`config.mk`:
```
export PLATFORM = sky130hd
export DESIGN_NAME = fcs_scaler
export DESIGN_NICKNAME = d
export VERILOG_FILES = /design/src/rtl/fcs_pkg.sv /design/src/rtl/fcs_regs.sv /design/src/rtl/fcs_commit_fsm.sv /design/src/rtl/fcs_accum.sv /design/src/rtl/fcs_scaler.sv
export SDC_FILE = /design/constraint.sdc
export NUM_CORES = 1
export LEC_CHECK = 0
export BUFFER_PORTS_ARGS = -buffer_cell sky130_fd_sc_hd__buf_2
export CORE_MARGIN = 3
export CORE_UTILIZATION = 45
export DETAILED_ROUTE_END_ITERATION = 10
export PLACE_DENSITY = 0.8
export SLEW_MARGIN = 20
export SYNTH_ARGS = -nofsm -noshare
export SYNTH_HDL_FRONTEND = slang
export SYNTH_HIERARCHICAL = 1
export SYNTH_SLANG_ARGS = --single-unit
```
`constraint.sdc`:
```
create_clock -name clk_i -period 4.2 [get_ports clk_i]
set_clock_uncertainty 0.1 [all_clocks]
set_input_delay 0 -clock clk_i [delete_from_list [all_inputs] [get_ports clk_i]]
set_output_delay 0 -clock clk_i [all_outputs]
set_load 0.01 [all_outputs]
```
`src/rtl/fcs_pkg.sv`:
```
package fcs_pkg;
    typedef enum logic [0:0] {
        ST_IDLE = 1'b0,
        ST_WAIT = 1'b1
    } commit_state_e;
endpackage

```
`src/rtl/fcs_regs.sv`:
```
module fcs_regs #(
    parameter int ADDR_W    = 12,
    parameter int DATA_W    = 32,
    parameter int FRAC_BITS = 5,
    parameter int FIELD_LSB = 8,
    parameter int KICK_BIT  = 31,
    parameter logic [ADDR_W-1:0] CTRL_OFS = 12'h0E0,
    parameter logic [ADDR_W-1:0] KICK_OFS = 12'h004
) (
    input  logic                 clk_i,
    input  logic                 rst_ni,
    input  logic                 wr_en_i,
    input  logic [ADDR_W-1:0]    addr_i,
    input  logic [DATA_W-1:0]    wdata_i,
    input  logic                 busy_i,
    output logic [DATA_W-1:0]    rdata_o,
    output logic [FRAC_BITS-1:0] field_o,
    output logic                 kick_wr_o
);
    localparam int FIELD_MSB = FIELD_LSB + FRAC_BITS - 1;

    logic                 ctrl_hit;
    logic                 kick_hit;
    logic [FRAC_BITS-1:0] field_q;

    assign ctrl_hit  = (addr_i == CTRL_OFS);
    assign kick_hit  = (addr_i == KICK_OFS);
    assign kick_wr_o = wr_en_i && kick_hit && wdata_i[KICK_BIT];
    assign field_o   = field_q;

    // Stored ratio field; only the field bits are kept.
    always_ff @(posedge clk_i) begin
        if (!rst_ni) begin
            field_q <= '0;
        end else if (wr_en_i && ctrl_hit) begin
            field_q <= wdata_i[FIELD_MSB:FIELD_LSB];
        end
    end

    // Read mux; unmapped bits and offsets return zero.
    always_comb begin
        rdata_o = '0;
        if (ctrl_hit) begin
            rdata_o[FIELD_MSB:FIELD_LSB] = field_q;
        end else if (kick_hit) begin
            rdata_o[KICK_BIT] = busy_i;
        end
    end

    // a write to the control offset is stored exactly as written.
    a_r2_field_store: assert property (@(posedge clk_i) disable iff (!rst_ni)
        (wr_en_i && ctrl_hit) |=> (field_q == $past(wdata_i[FIELD_MSB:FIELD_LSB])));
endmodule

```
`src/rtl/fcs_commit_fsm.sv`:
```
module fcs_commit_fsm
    import fcs_pkg::*;
#(
    parameter int FRAC_BITS = 5
) (
    input  logic                 clk_i,
    input  logic                 rst_ni,
    input  logic                 kick_wr_i,
    input  logic [FRAC_BITS-1:0] field_i,
    input  logic [FRAC_BITS-1:0] acc_i,
    output logic                 busy_o,
    output logic [FRAC_BITS:0]   mult_o
);
    localparam int DEN    = 1 << FRAC_BITS;
    localparam int MULT_W = FRAC_BITS + 1;
    localparam int CNT_W  = MULT_W + 1;

    commit_state_e        state_q, state_d;
    logic [FRAC_BITS-1:0] staged_q;
    logic [FRAC_BITS-1:0] active_q;
    logic [FRAC_BITS-1:0] sel_field;
    logic                 apply;
    logic [CNT_W-1:0]     wait_cnt_q;

    assign apply = (state_q == ST_WAIT) && (acc_i == '0);

    // Next-state logic.
    always_comb begin
        state_d = state_q;
        unique case (state_q)
            ST_IDLE: if (kick_wr_i) state_d = ST_WAIT;
            ST_WAIT: if (acc_i == '0) state_d = ST_IDLE;
            default: state_d = ST_IDLE;
        endcase
    end

    // State register, plus the copy taken at the kick and the active ratio.
    always_ff @(posedge clk_i) begin
        if (!rst_ni) begin
            state_q  <= ST_IDLE;
            staged_q <= '0;
            active_q <= '0;
        end else begin
            state_q <= state_d;
            if (state_q == ST_IDLE && kick_wr_i) staged_q <= field_i;
            if (apply) active_q <= staged_q;
        end
    end

    // Outputs.
    always_comb begin
        busy_o    = (state_q == ST_WAIT);
        sel_field = apply ? staged_q : active_q;
        mult_o    = MULT_W'(DEN) - MULT_W'(sel_field);
    end

    // Cycles spent waiting, used only by the bound check below.
    always_ff @(posedge clk_i) begin
        if (!rst_ni || state_q == ST_IDLE) begin
            wait_cnt_q <= '0;
        end else if (wait_cnt_q != '1) begin
            wait_cnt_q <= wait_cnt_q + 1'b1;
        end
    end

    // a kick while idle is seen as busy on the next cycle.
    a_r5_kick_sets: assert property (@(posedge clk_i) disable iff (!rst_ni)
        (kick_wr_i && !busy_o) |=> busy_o);

    // a pending commit never waits longer than one accumulator period.
    a_r6_commit_bound: assert property (@(posedge clk_i) disable iff (!rst_ni)
        wait_cnt_q <= CNT_W'(DEN));

    // while a commit waits away from phase zero, the active ratio holds.
    a_r7_active_hold: assert property (@(posedge clk_i) disable iff (!rst_ni)
        (busy_o && acc_i != '0) |=> $stable(active_q));

    // without a kick, the machine never leaves idle.
    a_r8_no_kick_idle: assert property (@(posedge clk_i) disable iff (!rst_ni)
        (!busy_o && !kick_wr_i) |=> !busy_o);
endmodule

```
`src/rtl/fcs_accum.sv`:
```
module fcs_accum #(
    parameter int FRAC_BITS = 5
) (
    input  logic                 clk_i,
    input  logic                 rst_ni,
    input  logic [FRAC_BITS:0]   mult_i,
    output logic [FRAC_BITS-1:0] acc_o,
    output logic                 en_o
);
    localparam int DEN    = 1 << FRAC_BITS;
    localparam int MULT_W = FRAC_BITS + 1;

    logic [FRAC_BITS-1:0] acc_q;
    logic [MULT_W-1:0]    sum;

    assign sum   = MULT_W'(acc_q) + mult_i;
    assign en_o  = sum[FRAC_BITS];
    assign acc_o = acc_q;

    always_ff @(posedge clk_i) begin
        if (!rst_ni) begin
            acc_q <= '0;
        end else begin
            acc_q <= sum[FRAC_BITS-1:0];
        end
    end

    // after a carry the remainder is below the step.
    a_r3_carry_rem: assert property (@(posedge clk_i) disable iff (!rst_ni)
        en_o |=> (MULT_W'(acc_q) < $past(mult_i)));

    // without a carry the accumulator advanced by the full step.
    a_r3_no_carry: assert property (@(posedge clk_i) disable iff (!rst_ni)
        !en_o |=> (MULT_W'(acc_q) >= $past(mult_i)));

    // the multiplier stays within 1..32.
    a_r3_mult_range: assert property (@(posedge clk_i) disable iff (!rst_ni)
        (mult_i != '0) && (mult_i <= MULT_W'(DEN)));
endmodule

```
`src/rtl/fcs_scaler.sv`:
```
module fcs_scaler #(
    parameter int ADDR_W    = 12,
    parameter int DATA_W    = 32,
    parameter int FRAC_BITS = 5,
    parameter int FIELD_LSB = 8,
    parameter int KICK_BIT  = 31,
    parameter logic [ADDR_W-1:0] CTRL_OFS = 12'h0E0,
    parameter logic [ADDR_W-1:0] KICK_OFS = 12'h004
) (
    input  logic              clk_i,
    input  logic              rst_ni,
    input  logic              wr_en_i,
    input  logic [ADDR_W-1:0] addr_i,
    input  logic [DATA_W-1:0] wdata_i,
    output logic [DATA_W-1:0] rdata_o,
    output logic              en_o
);
    logic [FRAC_BITS-1:0] field;
    logic                 kick_wr;
    logic                 busy;
    logic [FRAC_BITS-1:0] acc;
    logic [FRAC_BITS:0]   mult;

    fcs_regs #(
        .ADDR_W(ADDR_W), .DATA_W(DATA_W), .FRAC_BITS(FRAC_BITS),
        .FIELD_LSB(FIELD_LSB), .KICK_BIT(KICK_BIT),
        .CTRL_OFS(CTRL_OFS), .KICK_OFS(KICK_OFS)
    ) regs_i (
        .clk_i(clk_i), .rst_ni(rst_ni), .wr_en_i(wr_en_i), .addr_i(addr_i),
        .wdata_i(wdata_i), .busy_i(busy), .rdata_o(rdata_o),
        .field_o(field), .kick_wr_o(kick_wr)
    );

    fcs_commit_fsm #(.FRAC_BITS(FRAC_BITS)) fsm_i (
        .clk_i(clk_i), .rst_ni(rst_ni), .kick_wr_i(kick_wr), .field_i(field),
        .acc_i(acc), .busy_o(busy), .mult_o(mult)
    );

    fcs_accum #(.FRAC_BITS(FRAC_BITS)) accum_i (
        .clk_i(clk_i), .rst_ni(rst_ni), .mult_i(mult), .acc_o(acc), .en_o(en_o)
    );
endmodule

```
## After elaboration in Yosys (flattened, before gate mapping)

Index checks and enable logic that the tools add are counted.

| cells by class | value |
|---|---|
| bitwise logic cells | 1 |
| multiplexer cells | 7 |
| add/sub/neg operators | 2 |
| equality and inequality tests | 2 |
| reductions and logical operators | 6 |

Operators by type and width:

| operator | count |
|---|---|
| $eq A12 B3 Y1 const B | 1 |
| $eq A12 B8 Y1 const B | 1 |
| $mux W5 | 2 |
| $add A5 B6 Y6 | 1 |
| $sub A6 B5 Y6 const A | 1 |
| $logic_and A1 B1 Y1 | 5 |
| $logic_not A5 Y1 | 1 |
| $mux W1 | 4 |
| $pmux W1 S2 | 1 |
| $not A1 Y1 | 1 |

| storage, ports and cells | value |
|---|---|
| bits of input ports | 47 |
| word-level logic and storage cells | 23 |
| register bits after elaboration | 21 |
| output and inout port bits | 33 |

## Logic depth before layout (Yosys ltp)

| logic depth | value |
|---|---|
| depth in word-level cells | 5 |
| depth in mapped cells | 10 |
| depth with buffers taken out | 8 |

## Cells and area by module

Netlist, hierarchy kept.

Modules (own cells, without submodules):

| module | area each (um^2) | cells each | seq. area each (um^2) | times used |
|---|---|---|---|---|
| fcs_commit_fsm | 638.1 | 73 | 220.2 | 1 |
| fcs_regs | 531.8 | 62 | 100.1 | 1 |
| fcs_accum | 335.3 | 34 | 100.1 | 1 |

## Worst setup path after synthesis

OpenSTA, ideal clock, no wires.

| path | value |
|---|---|
| path kind | flip-flop to flip-flop |
| start point | register accum_i.acc_q[1], in the netlist accum_i/acc_o[1] |
| end point | register accum_i.acc_q[4], in the netlist accum_i/acc_o[4] |
| clock period less this slack | 2.661 ns |
| buffers on the path | 2 |
| required time | 4.028 ns |
| arrival | 2.490 ns |
| setup time | 0.072 ns |
| cell stages (with the launch flop) | 11 |
| slack | 1.539 ns |
| cell sequence | dfxtp_1 or4b_4 buf_6 o21ai_1 nand2_1 buf_4 ha_1 fa_1 a21o_1 a21oi_1 mux2i_1 |

| between the ends | value |
|---|---|
| cells in the longest elaborated chain, start to end | 5 |

RTL lines:

| what | line | text |
|---|---|---|
| from (decl) | fcs_accum.sv:13 | `logic [FRAC_BITS-1:0] acc_q;` |
| from (signal assigned) | fcs_accum.sv:24 | `acc_q <= sum[FRAC_BITS-1:0];` |
| $logic_not A5 Y1 | fcs_commit_fsm.sv:25 | `assign apply = (state_q == ST_WAIT) && (acc_i == '0);` |
| $logic_and A1 B1 Y1 | fcs_commit_fsm.sv:25 |  |
| $mux W5 | fcs_commit_fsm.sv:53 | `sel_field = apply ? staged_q : active_q;` |
| net fsm_i.sel_field[0] | fcs_commit_fsm.sv:21 | `logic [FRAC_BITS-1:0] sel_field;` |
| $sub A6 B5 Y6 | fcs_commit_fsm.sv:54 | `mult_o = MULT_W'(DEN) - MULT_W'(sel_field);` |
| net mult[0] | fcs_scaler.sv:22 | `logic [FRAC_BITS:0] mult;` |
| $add A5 B6 Y6 | fcs_accum.sv:16 | `assign sum = MULT_W'(acc_q) + mult_i;` |

The timed path passes the listed nets, and every way through them passes these cells.
A chain may end at the register's enable or synchronous reset.

## Final worst setup path

| path | value |
|---|---|
| start point | register accum_i.acc_q[1], in the netlist accum_i/acc_o[1] |
| end point | output port en_o |

| between the ends | value |
|---|---|
| cells in the longest elaborated chain, start to end | 5 |

RTL lines:

| what | line | text |
|---|---|---|
| $logic_not A5 Y1 | fcs_commit_fsm.sv:25 |  |
| $logic_and A1 B1 Y1 | fcs_commit_fsm.sv:25 |  |
| $mux W5 | fcs_commit_fsm.sv:53 |  |
| $sub A6 B5 Y6 | fcs_commit_fsm.sv:54 |  |
| net mult[1] | fcs_scaler.sv:22 |  |
| $add A5 B6 Y6 | fcs_accum.sv:16 |  |
| to (decl) | fcs_scaler.sv:16 | `output logic en_o` |

The timed path passes the listed nets, and every way through them passes these cells.

==> out/results.md <==
- clock tree from TritonCTS: yes
- Detailed Route WL: 3000 um
- maximum frequency from static timing analysis: 0.359 GHz
- buffer count from post-CTS setup fixing: 0
- normalized max-slew margin: 63.0%
- wire length of the first global-routing pass: 5100 um
- Clock Sinks: 21
- cell count of the worst reg-to-reg path: 8
- peak supply drop: 0.143 mV
- number of levels the H-tree was split into: 1
- Critical Path End Type: primary output
- top cell type by total area after synthesis: sky130_fd_sc_hd__dfxtp_1
- Seq/Total Area, Yosys: 27.9%
- final worst path period need: 2.79 ns
- worst setup path start: accum_i/acc_o[1]
- master cell of the clock root buffer: sky130_fd_sc_hd__clkbuf_4
- # placed instances: 234
- Post-Synthesis Cells: 169
- transition time at the pin with the least slew margin: 0.553 ns
- total via count after detailed routing: 1227
- most used flip-flop cell after synthesis: sky130_fd_sc_hd__dfxtp_1
- most frequent standard cell in the layout excluding fill and tap cells: sky130_fd_sc_hd__buf_2
- worst setup slack before clock tree synthesis: 1.54 ns
- starting density of the core: 48.1%
- ratio of routed vias to standard cells: 4.83
- synthesized area per cell: 8.91 um^2
- path type of the worst setup path: register to primary output
- setup slack, reg-to-reg: 1.48 ns
- result of the run: complete, no violations
- Post-Synthesis Cell Area: 0.00151 mm^2
- quantity of gates resized following cts: 0
- max_cap viols: 0
- category of the worst setup path launch point: register
- core footprint: 0.00313 mm^2
- number of failing hold endpoints at the final stage: 0
- terminus of the critical flop-to-flop path: accum_i/acc_o[4]
- number of nets still failing antenna checks after routing: 0
- detailed placer's ending HPWL: 2070 um
- number of global-route vias before repair: 1172
- antenna cells: 0
- Num CTS Buffers: 3
- Tot GR Track Use: 15.4%
- commonest non-fill, non-tap cells in the layout: 27 x sky130_fd_sc_hd__buf_2, 26 x sky130_fd_sc_hd__conb_1, 21 x sky130_fd_sc_hd__dfxtp_1
- minimum setup slack in the final design: 1.41 ns
- Max Slew Vio Count: 0
- antenna violations before repair: 0
- DR WL/cell: 11.8 um
- post-synth cell types: 41
- Chip Height: 63.8 um
- pin count of the biggest net entering global routing: 19
- Post-Route Hold Slack: 0.0467 ns
- die outline area: 0.00407 mm^2
- post-layout util: 56.0%
- DRC violation total after the first TritonRoute iteration: 37
- power density over the cells: 192 mW/mm^2
- cell types occupying the most area after synthesis: sky130_fd_sc_hd__dfxtp_1 28%, sky130_fd_sc_hd__buf_4 13%, sky130_fd_sc_hd__mux2i_1 8.0%
- Worst EP required: 4.10 ns
- Final Setup Violations: 0
- Max clock buf depth: 2
- Hold Crit Class: input port to register
- number of filler instances in the final layout: 289
- Skew-Pair Late Insertion Delay: 0.30 ns
- synthesis-stage register bit count: 21
- arrival time reported for the critical path endpoint: 2.69 ns
- endpoint of the most critical setup path: en_o
- number of enable flip-flop cells after synthesis: 0
- final cycle utilization of the critical path: 66.3%
- Clock Pin Slew Worst Setup and Hold Paths: 0.12 ns
- RSZ-0062 raised after global routing: false
- Async SR Flop Fraction: 0%
- routability congestion estimate: 0.842
- startpoint of the worst register-to-register path: accum_i/acc_o[1]
- area growth from synthesis to layout: 16.4%
- final cell count without fillers: 254
- leakage component of the power: 0.850 nW
- Total Neg Setup Slack: 0 ns
- Cell Rows: 20
- Yosys Warn Count: 6
- final layout net count: 264
- grt total ovfl: 0
- total of buffers placed on input and output ports: 27
- chip width: 63.8 um
- I/O Pins: 80
- share of layout cells above drive strength 1: 19.0%
- Post-route DRC: 0
- largest fanout on the critical path: 7
- fraction of synthesized cell area taken by the top area cell type: 27.9%
- Post-CTS Hold Fix Bufs: 16
- total iterations of the first detailed-routing run: 4
==> through the flow <==
stage                     instance area, um^2  power, mW
after detailed placement                 1560      0.233
after global placement                   1560      0.233
final                                    1750      0.336
after floorplan                          1600      0.238
after CTS                                1750      0.336
after global routing                     1750      0.351
==> power breakdown <==
group | internal, mW | switching (mW) | total [mW] | leakage (nW)
combinational | 0.0157 | 0.0228 | 0.0385 | 0.663
clock | 0.0354 | 0.0626 | 0.0980 | 0.0177
sequential | 0.199 | 0.00000515 | 0.199 | 0.169
==> cells by family (layout without fill, tap and decap cells) <==
kind of cell	count (synthesis)	after routing	synth area share (%)
buffers and inverters	33	49	15.5
xor gates and xnor gates	6	6	3.49
adders and majority gates	6	6	5.49
and+or+nand+nor	60	60	27.4
AOI/OAI and AO/OA	30	30	12.0
muxes	12	12	7.98
DFF	21	21	27.9
other	1	26	0.249
==> routing by layer <==
metal	wire [um]	part of all wire, %	GRT usage, %	vias to the layer above
li1	-	-	-	625
met1	1280	43	19.4	552
met2	1490	50	25.8	44
met3	175	5.8	3.51	6
met4	48	1.6	4.85	0
met5	0	0	0	-
==> sequential cells by signal (all words and copies together) (netlist names) <==
register,count
accum_i/acc_o,5
regs_i/field_o,5
fsm_i/staged_q,5
fsm_i/busy_o,1
fsm_i/active_q,5
==> layout make-up <==
| class | count | area [um^2] | area share [%] |
|---|---|---|---|
| clock buffer | 3 | 22.5 | 1.29 |
| multi-input combinational | 140 | 946 | 54.0 |
| clock inverter | 1 | 5.00 | 0.286 |
| timing repair buffer | 43 | 295 | 16.9 |
| tap | 44 | 55.1 | 3.14 |
| sequential | 21 | 420 | 24.0 |
| inverter | 2 | 7.51 | 0.429 |
==> synth_stat cells, types with 2 or more instances <==
library cell	count
sky130_fd_sc_hd__o21ai_1	7
sky130_fd_sc_hd__a21o_1	3
sky130_fd_sc_hd__ha_1	5
sky130_fd_sc_hd__o22ai_1	3
sky130_fd_sc_hd__mux2i_1	12
sky130_fd_sc_hd__and3_2	2
sky130_fd_sc_hd__xor2_1	4
sky130_fd_sc_hd__o21a_1	3
sky130_fd_sc_hd__nor3b_1	2
sky130_fd_sc_hd__buf_4	27
sky130_fd_sc_hd__and2_1	10
sky130_fd_sc_hd__or4_1	2
sky130_fd_sc_hd__nand3_1	5
sky130_fd_sc_hd__o21ai_0	4
sky130_fd_sc_hd__dfxtp_1	21
sky130_fd_sc_hd__nor4_4	3
sky130_fd_sc_hd__nand2_1	14
sky130_fd_sc_hd__nor3_1	2
sky130_fd_sc_hd__nor2_1	9
sky130_fd_sc_hd__clkbuf_1	2
sky130_fd_sc_hd__a21oi_1	7
sky130_fd_sc_hd__xnor2_1	2
sky130_fd_sc_hd__nor4b_1	2
==> worst max-delay path, stage by stage (launching register included) <==
cell,delay (ns)
sky130_fd_sc_hd__dfxtp_1,0.39
sky130_fd_sc_hd__nor4b_4,0.46
sky130_fd_sc_hd__nand2_1,0.23
sky130_fd_sc_hd__o21ai_1,0.32
sky130_fd_sc_hd__ha_1,0.31
sky130_fd_sc_hd__a211oi_2,0.29
sky130_fd_sc_hd__nor4b_1,0.08
sky130_fd_sc_hd__nand4b_1,0.16
sky130_fd_sc_hd__buf_2,0.15
==> worst min path at each step <==
stage,startpoint,endpoint,slack [ns],depth (start not counted)
2_1_floorplan,rst_ni,accum_i/acc_o[1],0.02,1
3_3_place_gp,wdata_i[8],regs_i/field_o[0],0.15,3
3_5_place_dp,wdata_i[10],regs_i/field_o[2],0.15,3
4_1_cts,wdata_i[31],fsm_i/busy_o,0.05,4
5_1_grt,wdata_i[31],fsm_i/busy_o,0.07,4
6_report,wdata_i[31],fsm_i/busy_o,0.05,4
Power figures use the tool's default switching activity.
